### config.mk
export PLATFORM = sky130hd
export DESIGN_NAME = col_hit_stamper
export DESIGN_NICKNAME = d
export VERILOG_FILES = /design/src/rtl/eoc_tdc_pkg.sv /design/src/rtl/thermo_enc.sv /design/src/rtl/line_tdc.sv /design/src/rtl/rec_merge.sv /design/src/rtl/col_hit_stamper.sv
export SDC_FILE = /design/constraint.sdc
export NUM_CORES = 1
export LEC_CHECK = 0
export BUFFER_PORTS_ARGS = -buffer_cell sky130_fd_sc_hd__buf_4
export CORE_ASPECT_RATIO = 0.9
export CORE_MARGIN = 1
export CORE_UTILIZATION = 40
export DETAILED_ROUTE_END_ITERATION = 8
export PLACE_DENSITY = 0.61
export RECOVER_POWER = 100
export SYNTH_ARGS = -nofsm -noshare
export SYNTH_HDL_FRONTEND = slang
export SYNTH_SLANG_ARGS = --single-unit
export TNS_END_PERCENT = 10
### constraint.sdc
create_clock -name clk -period 7.8 [get_ports clk]
set_input_delay 0 -clock clk [delete_from_list [all_inputs] [get_ports clk]]
set_output_delay 0 -clock clk [all_outputs]
set_load 0.1 [all_outputs]
### src/rtl/eoc_tdc_pkg.sv
package eoc_tdc_pkg;
  localparam int N_LINES      = 9;
  localparam int PIX_PER_LINE = 5;
  localparam int N_TAPS       = 32;
  localparam int COARSE_W     = 6;
  localparam int FINE_W       = $clog2(N_TAPS);
  localparam int N_PIX        = N_LINES * PIX_PER_LINE;
  localparam int PIX_W        = $clog2(N_PIX);
  localparam int IDX_W        = $clog2(PIX_PER_LINE);

  typedef struct packed {
    logic [PIX_W-1:0]    pixel;
    logic                ambig;
    logic [COARSE_W-1:0] lead_coarse;
    logic [FINE_W-1:0]   lead_fine;
    logic [COARSE_W-1:0] trail_coarse;
    logic [FINE_W-1:0]   trail_fine;
  } hit_rec_t;
endpackage

### src/rtl/thermo_enc.sv
module thermo_enc #(
  parameter int N_TAPS = 32,
  parameter int FINE_W = $clog2(N_TAPS)
) (
  input  logic [N_TAPS-1:0] taps,
  output logic [FINE_W-1:0] code
);
  // Extended vector: below tap 0 counts as 1, above the last tap as 0.
  logic [N_TAPS+1:0] ext;
  logic [N_TAPS-1:0] filt;

  assign ext = {1'b0, taps, 1'b1};

  for (genvar i = 0; i < N_TAPS; i++) begin : g_vote
    assign filt[i] = (ext[i] & ext[i+1]) | (ext[i+1] & ext[i+2]) | (ext[i] & ext[i+2]);
  end

  always_comb begin
    logic found;
    found = 1'b0;
    code  = '0;
    for (int k = 0; k < N_TAPS - 1; k++) begin
      if (!found && filt[k] && !filt[k+1]) begin
        code  = FINE_W'(k);
        found = 1'b1;
      end
    end
    if (!found) code = filt[0] ? FINE_W'(N_TAPS - 1) : '0;
  end
endmodule

### src/rtl/line_tdc.sv
module line_tdc
  import eoc_tdc_pkg::*;
#(
  parameter int LINE_IDX = 0,
  parameter int DEPTH    = 2
) (
  input  logic                    clk,
  input  logic                    rst_n,
  input  logic                    hit_in,
  input  logic                    multi_line,
  input  logic [PIX_PER_LINE-1:0] addr_bus,
  input  logic [FINE_W-1:0]       fine_now,
  input  logic [COARSE_W-1:0]     coarse_now,
  input  logic                    pop,
  output hit_rec_t                head,
  output logic                    nonempty,
  output logic                    lost_pulse
);
  localparam int PTR_W = (DEPTH > 1) ? $clog2(DEPTH) : 1;
  localparam int CNT_W = $clog2(DEPTH + 1);

  logic                hit_q, busy;
  logic [PIX_W-1:0]    pend_pixel;
  logic                pend_ambig;
  logic [COARSE_W-1:0] pend_coarse;
  logic [FINE_W-1:0]   pend_fine;

  logic [IDX_W-1:0]    sel_idx;
  logic                addr_bad, lead_ev, trail_ev, full;
  hit_rec_t            new_rec;

  hit_rec_t            mem [DEPTH];
  logic [PTR_W-1:0]    wr_ptr, rd_ptr;
  logic [CNT_W-1:0]    count;

  always_comb begin
    sel_idx = '0;
    for (int b = PIX_PER_LINE - 1; b >= 0; b--)
      if (addr_bus[b]) sel_idx = IDX_W'(b);
  end

  assign addr_bad   = ($countones(addr_bus) != 1);
  assign lead_ev    = hit_in & ~hit_q;
  assign trail_ev   = ~hit_in & hit_q & busy;
  assign full       = (count == CNT_W'(DEPTH));
  assign lost_pulse = lead_ev & full;

  always_comb begin
    new_rec.pixel        = pend_pixel;
    new_rec.ambig        = pend_ambig;
    new_rec.lead_coarse  = pend_coarse;
    new_rec.lead_fine    = pend_fine;
    new_rec.trail_coarse = coarse_now;
    new_rec.trail_fine   = fine_now;
  end

  function automatic logic [PTR_W-1:0] bump(input logic [PTR_W-1:0] p);
    return (p == PTR_W'(DEPTH - 1)) ? '0 : p + 1'b1;
  endfunction

  always_ff @(posedge clk) begin
    if (!rst_n) begin
      hit_q       <= 1'b0;
      busy        <= 1'b0;
      pend_pixel  <= '0;
      pend_ambig  <= 1'b0;
      pend_coarse <= '0;
      pend_fine   <= '0;
    end else begin
      hit_q <= hit_in;
      if (lead_ev && !full) begin
        busy        <= 1'b1;
        pend_pixel  <= PIX_W'(LINE_IDX * PIX_PER_LINE) + PIX_W'(sel_idx);
        pend_ambig  <= addr_bad | multi_line;
        pend_coarse <= coarse_now;
        pend_fine   <= fine_now;
      end else if (trail_ev) begin
        busy <= 1'b0;
      end
    end
  end

  always_ff @(posedge clk) begin
    if (!rst_n) begin
      wr_ptr <= '0;
      rd_ptr <= '0;
      count  <= '0;
    end else begin
      if (trail_ev) wr_ptr <= bump(wr_ptr);
      if (pop)      rd_ptr <= bump(rd_ptr);
      count <= count + CNT_W'(trail_ev) - CNT_W'(pop);
    end
  end

  always_ff @(posedge clk) begin
    if (trail_ev) mem[wr_ptr] <= new_rec;
  end

  assign head     = mem[rd_ptr];
  assign nonempty = (count != '0);
endmodule

### src/rtl/rec_merge.sv
module rec_merge
  import eoc_tdc_pkg::*;
#(
  parameter int N = 9
) (
  input  logic               clk,
  input  logic               rst_n,
  input  hit_rec_t [N-1:0]   heads,
  input  logic [N-1:0]       nonempty,
  input  logic               out_ready,
  output logic [N-1:0]       pop,
  output logic               out_valid,
  output hit_rec_t           out_rec
);
  localparam int SEL_W = (N > 1) ? $clog2(N) : 1;

  logic [SEL_W-1:0] pick;
  logic             any, load;

  always_comb begin
    pick = '0;
    any  = 1'b0;
    for (int i = N - 1; i >= 0; i--) begin
      if (nonempty[i]) begin
        pick = SEL_W'(i);
        any  = 1'b1;
      end
    end
  end

  assign load = any & (~out_valid | out_ready);

  always_comb begin
    for (int i = 0; i < N; i++) pop[i] = load && (pick == SEL_W'(i));
  end

  always_ff @(posedge clk) begin
    if (!rst_n) begin
      out_valid <= 1'b0;
      out_rec   <= '0;
    end else if (load) begin
      out_valid <= 1'b1;
      out_rec   <= heads[pick];
    end else if (out_ready) begin
      out_valid <= 1'b0;
    end
  end
endmodule

### src/rtl/col_hit_stamper.sv
module col_hit_stamper
  import eoc_tdc_pkg::*;
#(
  parameter int LOST_W     = 8,
  parameter int LINE_DEPTH = 2
) (
  input  logic                    clk,
  input  logic                    rst_n,
  input  logic [N_LINES-1:0]      hit_line,
  input  logic [PIX_PER_LINE-1:0] addr_line,
  input  logic [N_TAPS-1:0]       tap_state,
  input  logic [COARSE_W-1:0]     coarse_now,
  input  logic                    out_ready,
  output logic                    out_valid,
  output logic [PIX_W-1:0]        out_pixel,
  output logic                    out_ambig,
  output logic [FINE_W-1:0]       out_lead_fine,
  output logic [COARSE_W-1:0]     out_lead_coarse,
  output logic [FINE_W-1:0]       out_trail_fine,
  output logic [COARSE_W-1:0]     out_trail_coarse,
  output logic [LOST_W-1:0]       lost_count
);
  localparam int LN_W = $clog2(N_LINES + 1);

  logic [FINE_W-1:0]  fine_now;
  logic               multi_line;
  hit_rec_t [N_LINES-1:0] heads;
  logic [N_LINES-1:0] nonempty, pop, lost_vec;
  hit_rec_t           out_rec;
  logic [LN_W-1:0]    lost_n;
  logic [LOST_W:0]    lost_sum;

  thermo_enc #(.N_TAPS(N_TAPS), .FINE_W(FINE_W)) u_enc (
    .taps (tap_state),
    .code (fine_now)
  );

  assign multi_line = ($countones(hit_line) > 1);

  for (genvar l = 0; l < N_LINES; l++) begin : g_line
    line_tdc #(.LINE_IDX(l), .DEPTH(LINE_DEPTH)) u_line (
      .clk        (clk),
      .rst_n      (rst_n),
      .hit_in     (hit_line[l]),
      .multi_line (multi_line),
      .addr_bus   (addr_line),
      .fine_now   (fine_now),
      .coarse_now (coarse_now),
      .pop        (pop[l]),
      .head       (heads[l]),
      .nonempty   (nonempty[l]),
      .lost_pulse (lost_vec[l])
    );
  end

  rec_merge #(.N(N_LINES)) u_merge (
    .clk       (clk),
    .rst_n     (rst_n),
    .heads     (heads),
    .nonempty  (nonempty),
    .out_ready (out_ready),
    .pop       (pop),
    .out_valid (out_valid),
    .out_rec   (out_rec)
  );

  assign lost_n   = LN_W'($countones(lost_vec));
  assign lost_sum = {1'b0, lost_count} + (LOST_W + 1)'(lost_n);

  always_ff @(posedge clk) begin
    if (!rst_n)                lost_count <= '0;
    else if (lost_sum[LOST_W]) lost_count <= '1;
    else                       lost_count <= lost_sum[LOST_W-1:0];
  end

  assign out_pixel        = out_rec.pixel;
  assign out_ambig        = out_rec.ambig;
  assign out_lead_fine    = out_rec.lead_fine;
  assign out_lead_coarse  = out_rec.lead_coarse;
  assign out_trail_fine   = out_rec.trail_fine;
  assign out_trail_coarse = out_rec.trail_coarse;
endmodule

==> impl_metrics.env, run 1 <==
export IMPL_status="finished, violations left"
export IMPL_violations="max-capacitance violations, max-slew violations"
export IMPL_chipWidth_um=293.1
export IMPL_grt_pass1_vias=19430
export IMPL_cpMaxStageDelayCell="clkbuf_1"
export IMPL_vdd_drop_max_v=0.0003227
export IMPL_drc=0
export IMPL_min_period_ns=4.735
export IMPL_cpMostUsedCell="clkbuf_1"
export IMPL_hold_viol=0
export IMPL_path_class="input pin to flip-flop"
export IMPL_rows=95
export IMPL_ant_nets=0
export IMPL_cp_num_buf_inv=4
export IMPL_grt_usage_pct=20.65
export IMPL_die_area_mm2=0.07735
export IMPL_portBuffers=92
export IMPL_final_common_cell="edfxtp_1"
export IMPL_synth_nets=2538
export IMPL_slew_headroom_pct=-130.0
export IMPL_synth_seq_area_share_pct=65.52
export IMPL_cts_buffer_depth=3
export IMPL_met3_usage_pct=4.366
export IMPL_dp_cells=3444
export IMPL_numCtsBuffers=72
export IMPL_setup_worst_path_end_class="flip-flop"
export IMPL_mostFrequentLayoutCells="edfxtp_1, dfxtp_1, nand2_1"
export IMPL_ys_flop_type="edfxtp_1"
export IMPL_timing_setup_tns_ns=0
export IMPL_async_flop_share_pct=0
export IMPL_drive_gt1_share_pct=9.841
export IMPL_drv_slew=886
export IMPL_final_nets=2628
export IMPL_top_usage_layer="met2"
export IMPL_cp_arrival_ns=5.22
export IMPL_yosys_warnings=0
export IMPL_gp_congestion=0.8475
export IMPL_grt_overflow=0
export IMPL_pwr_density_cell_mw_per_mm2=337.4
export IMPL_h_tree_depth=3
export IMPL_coreArea_mm2=0.07500
export IMPL_grt_pass1_wl_um=119300
export IMPL_synth_area_leaders="edfxtp_1, dfxtp_1, mux2i_1"
export IMPL_syn_area_mm2=0.03050
export IMPL_cp_start_kind="input pin"
export IMPL_yosys_area_top_type="edfxtp_1"
export IMPL_leakagePower_nw=11.55
export IMPL_ctsResizeCount=0
export IMPL_synth_top_area_share_pct=49.04
export IMPL_fmax_ghz=0.2112
export IMPL_crit_family="buffers and inverters"
export IMPL_grt_util_met1_pct=29.71
export IMPL_die_h_um=263.9
export IMPL_drt_total_wl_um=79550
export IMPL_antenna_found_initial=2
export IMPL_hold_ws_ns=0.03585
export IMPL_max_cap_violations=27
export IMPL_initial_core_util_pct=40.66
export IMPL_avgRoutedWirePerCell_um=22.10
export IMPL_path_clk_slew_ns=0.06
export IMPL_cpPeakStageDelay_ns=1.82
export IMPL_clock_latency_ns=0.61
export IMPL_path_cells="dlygate4sd3_1 > clkbuf_1 > inv_4 > clkbuf_1 > a211oi_1"
export IMPL_min_period_over_period_pct=60.71
export IMPL_drt_pass1_iter_count=7
export IMPL_routed_via_density=5.475
export IMPL_hold_buffers=21
export IMPL_post_cts_setup_buffer_count=0
export IMPL_area_delta_synth_final_pct=13.50
export IMPL_drt_iter0_drc=1778
export IMPL_synth_cell_types=74
export IMPL_ios=93
export IMPL_place_ws_ns=3.825
export IMPL_use_met2_pct=31.59
export IMPL_grt_max_degree=104
export IMPL_synth_edf_count=498
export IMPL_final_cells=3600
export IMPL_power_total_w=0.01168
export IMPL_rsz0062_at_grt="no"
export IMPL_setup_viol=0
export IMPL_cts_root_buf="clkbuf_16"
export IMPL_required_ns=8.28
export IMPL_synthCells=2431
export IMPL_cts_tree="done"
export IMPL_crit_fanout=103
export IMPL_vias=19709
export IMPL_fill_cells=6721
export IMPL_cts_sink_count=749
export IMPL_layout_setup_ws_ns=3.065
export IMPL_avgSynthCellArea_um2=12.54
export IMPL_hold_class="input pin to flip-flop"
export IMPL_ys_ff_latch=749
export IMPL_worst_pin_slew_ns=3.438
export IMPL_hpwlAfterDp_um=48250
export IMPL_worst_clock_skew_ns=0.01704
## state kept, by name, indices dropped and copies added, names as in the netlist, 9 cells and up, named ones only
signal / count
g_line.u_line.busy: 9
g_line.u_line.count: 18
g_line.u_line.hit_q: 9
g_line.u_line.mem: 498
g_line.u_line.pend_ambig: 9
g_line.u_line.pend_coarse: 54
g_line.u_line.pend_fine: 45
g_line.u_line.pend_pixel: 42
g_line.u_line.rd_ptr: 9
g_line.u_line.wr_ptr: 9
u_merge.out_rec: 29
## worst reg2reg max path: cells and delay by family (launching register included)
kind / cells / cell delay, ns
compound gates: 2 / 0.55
buf+inv: 1 / 2.12
simple gates: 5 / 1.32
flops: 1 / 0.43
## per-layer routing
layer	share of wire [%]	vias to the layer above
li1	-	9132
met1	46	9781
met2	44	689
met3	8.0	107
met4	2.1	0
met5	0	-
## worst paths after layout
path,slack (ns),end,start,cells after the start
setup / recovery,3.06,g_line[5].u_line.pend_ambig,rst_n,5
hold / removal,0.04,g_line[4].u_line.pend_pixel[2],addr_line[2],5
setup reg to reg,3.25,u_merge.out_rec[19],g_line[1].u_line.count[1],8
hold reg to reg,0.44,g_line[6].u_line.mem[1][23],g_line[6].u_line.pend_pixel[0],0
## synthesized netlist by cell type, types with 4 or more instances
library cell	instances
buf_2	11
clkbuf_1	132
o21ai_0	120
a31oi_1	5
nor4bb_1	5
xnor2_1	33
nor3_2	4
nor4_1	13
nand2b_1	17
o2111ai_1	10
inv_1	65
a211oi_1	133
o22ai_1	31
nor3b_1	6
nand3b_1	7
and3_1	7
nor2_1	148
mux2i_1	165
o21a_1	4
dfxtp_1	251
nand4_1	9
nor3_1	32
ha_1	39
edfxtp_1	498
and2_1	18
xor2_1	26
nor2b_1	83
a21oi_1	174
nand2_1	203
a22oi_1	5
nand3_1	44
o211ai_1	29
mux2_2	33
fa_1	13
## cell type report
class	instances	area, um2	share of cell area, %
Sequential cell	749	19990	57.75
Multi-Input combinational cell	1467	9721	28.08
Clock buffer	109	2178	6.293
Tap cell	1018	1274	3.680
Timing Repair Buffer	166	1032	2.982
Inverter	65	246.5	0.7121
Clock inverter	25	171.4	0.4952
Antenna cell	1	2.502	0.007230
## cells by family (layout without fill, tap and decap cells)
| kind of cell | after synthesis | after routing | share of synthesized area [%] |
|---|---|---|---|
| flip-flops | 749 | 749 | 65.52 |
| AND/OR/NAND/NOR | 611 | 611 | 9.675 |
| XOR/XNOR | 59 | 59 | 1.695 |
| adder cells (fa/ha/maj) | 52 | 52 | 2.454 |
| buffers and inverters | 215 | 365 | 2.769 |
| AO/OA/AOI/OAI | 547 | 547 | 11.26 |
| multiplexers | 198 | 198 | 6.634 |
| other | 0 | 1 | 0 |
## where the power goes
group | internal, W | switching (W)
Combinational | 0.000961 | 0.00246
Clock | 0.00200 | 0.00146
Sequential | 0.00452 | 0.000275
Total | 0.00748 | 0.00420
## per-stage QoR
stage / util, % / instance area, um2
3_3_place_gp: 43.18 / 32380
6_report: 46.15 / 34610
5_1_grt: 46.15 / 34610
4_1_cts: 46.59 / 34940
2_1_floorplan: - / 30500
3_5_place_dp: 43.18 / 32380
Note: power is estimated with default switching activity, not from simulation.
==> run 2, diff against run 1 <==
==> constraint.sdc (replaced) <==
create_clock -name clk -period 4.4 [get_ports clk]
set_input_delay 0 -clock clk [delete_from_list [all_inputs] [get_ports clk]]
set_output_delay 0 -clock clk [all_outputs]
set_load 0.1 [all_outputs]
==> run 2 against run 1 <==
- the run still ends with max-capacitance violations, max-slew violations left
- worst setup slack got worse by 2.7 ns
- non-clock buffer count decreased by 2
- clock skew increased by 0.0073 ns
- cell count unchanged
- sequential power increased by 79%
- global-route usage increased by 0.24 points
- sequential share of layout area decreased by 0.19 points
- critical path type is now flip-flop to flip-flop
- highest routed layer unchanged
==> impl_metrics.env, run 2 (same netlist as run 1, synthesis figures left out) <==
export IMPL_layout_setup_ws_ns=0.3262
export IMPL_worst_r2r_path_depth=17
export IMPL_cp_start_kind="flip-flop"
export IMPL_min_period_ns=4.074
export IMPL_area_delta_synth_final_pct=13.88
export IMPL_max_cap_violations=27
export IMPL_min_period_over_period_pct=92.59
export IMPL_final_nets=2628
export IMPL_slew_headroom_pct=-134.6
export IMPL_r2r_slack_ns=0.33
export IMPL_final_common_cell="edfxtp_1"
export IMPL_pwr_density_cell_mw_per_mm2=607.5
export IMPL_m1WireLength_um=36380
export IMPL_vdd_drop_max_v=0.0004783
export IMPL_worst_pin_slew_ns=3.507
export IMPL_path_class="flip-flop to flip-flop"
export IMPL_coreArea_mm2=0.07500
export IMPL_ant_nets=0
export IMPL_chipWidth_um=293.1
export IMPL_n_antenna_cell=0
export IMPL_rows=95
export IMPL_avgRoutedWirePerCell_um=22.47
export IMPL_antenna_found_initial=1
export IMPL_top_layer="met4"
export IMPL_grt_usage_pct=20.89
export IMPL_leakagePower_nw=11.62
export IMPL_die_area_mm2=0.07735
export IMPL_post_cts_setup_buffer_count=0
export IMPL_crit_fanout=5
export IMPL_portBuffers=92
export IMPL_setup_worst_path_end_class="flip-flop"
export IMPL_power_total_w=0.02110
export IMPL_grt_max_degree=112
export IMPL_hold_start="tap_state[1]"
export IMPL_vias=19737
export IMPL_worst_clock_skew_ns=0.02430
export IMPL_initial_core_util_pct=40.66
export IMPL_grt_pass1_wl_um=121200
export IMPL_required_ns=4.93
export IMPL_ctsResizeCount=0
export IMPL_cts_buffer_depth=3
export IMPL_status="finished, violations left"
export IMPL_hpwlAfterDp_um=49310
export IMPL_drt_iter0_drc=1630
export IMPL_rsz0062_at_grt="no"
export IMPL_drt_total_wl_um=80890
export IMPL_dr_wl_met3_um=5551
export IMPL_fmax_ghz=0.2455
export IMPL_cts_sink_count=749
export IMPL_grt_pass1_vias=19799
export IMPL_hold_viol=0
export IMPL_gp_congestion=0.8345
export IMPL_path_clk_slew_ns=0.06
export IMPL_die_h_um=263.9
export IMPL_cts_root_buf="clkbuf_16"
export IMPL_ios=93
export IMPL_drt_pass1_iter_count=6
export IMPL_drive_gt1_share_pct=10.03
export IMPL_numCtsBuffers=74
export IMPL_h_tree_depth=3
export IMPL_clock_latency_ns=0.62
export IMPL_hold_class="input pin to flip-flop"
export IMPL_violations="max-capacitance violations, max-slew violations"
export IMPL_drv_slew=789
export IMPL_hold_end="g_line[4].u_line.pend_fine[1]"
export IMPL_reg_top3="g_line.u_line.mem x498, g_line.u_line.pend_coarse x54, g_line.u_line.pend_fine x45"
export IMPL_cts_tree="done"
export IMPL_hold_buffers=20
export IMPL_regMostFlops="g_line.u_line.mem"
export IMPL_whs_path_depth=6
export IMPL_placed_area_mm2=0.03239
export IMPL_setup_viol=0
export IMPL_routed_via_density=5.483
export IMPL_largest_register_ff_count=498
export IMPL_finalInstanceArea_mm2=0.03473
export IMPL_grt_overflow=0
export IMPL_route_met2_wl_um=37200
export IMPL_cp_arrival_ns=4.60
export IMPL_timing_setup_tns_ns=0
export IMPL_drc=0
export IMPL_rr_endpoint="lost_count[5]"
export IMPL_place_ws_ns=0.3583
export IMPL_mostFrequentLayoutCells="edfxtp_1, dfxtp_1, nand2_1"
export IMPL_rr_startpoint="g_line[8].u_line.count[1]"
[run 2: cell count changes in the layout (fill, tap and decap cells not counted), moves of 2 or more]
cell / delta
buf_4: -7
clkinv_2: +7
bufinv_16: +5
clkinv_1: -5
clkbuf_1: -4
a21oi_1: +2
a21oi_2: -2
buf_12: +2
clkbuf_16: -2
clkbuf_2: +2
clkinv_8: +2
inv_6: +2
[run 2: metal layers]
metal | track usage, % | up-vias
met5 | 0 | -
met4 | 5.264 | 0
met3 | 4.165 | 103
met2 | 33.09 | 624
met1 | 29.32 | 9876
li1 | - | 9134
[run 2: where the power goes]
group	internal [W]	switching (W)	leakage (nW)
Combinational	0.00172	0.00435	3.76
Clock	0.00379	0.00267	1.23
Sequential	0.00802	0.000551	6.63
[run 2: critical path, stage by stage (launching register included)]
cell and delay [ns]:
dfxtp_1 0.46, nand2b_1 0.15, nor3_1 0.22, fa_1 0.45
inv_1 0.10, fa_1 0.45, fa_1 0.52, inv_1 0.09
ha_1 0.17, inv_1 0.06, fa_1 0.41, nor2b_1 0.13
o21ai_0 0.09, nand2b_1 0.16, nand2_1 0.12, nor2_1 0.18
inv_1 0.11, a21oi_1 0.14
[run 2: stage by stage]
step	cells	hold slack [ns]	util (%)
after detailed placement	3443	0.2634	43.19
after floorplan	2431	0.09887	-
after CTS	3600	0.04264	46.78
final	3600	0.06841	46.30
after global routing	3600	0.1112	46.30
after global placement	3443	0.2616	43.19
[run 2: how the worst max path moves through the flow]
stage,startpoint,end,slack (ns),cells after the start
6_report,g_line[8].u_line.count[1],lost_count[5],0.33,17
5_1_grt,g_line[4].u_line.count[1],lost_count[1],0.08,17
4_1_cts,g_line[4].u_line.count[0],lost_count[2],0.36,17
3_5_place_dp,g_line[4].u_line.count[0],lost_count[2],0.36,17
3_3_place_gp,g_line[4].u_line.count[0],lost_count[6],0.50,16
2_1_floorplan,lost_count[0],lost_count[6],0.44,14
[run 2: layout make-up]
cell class / count / area, um2
fill: 6670 / 40270
multi-input combinational: 1467 / 9698
sequential: 749 / 19990
clock inverter: 36 / 389.1
tap: 1018 / 1274
clock buffer: 101 / 2106
timing repair buffer: 164 / 1027
inverter: 65 / 246.5
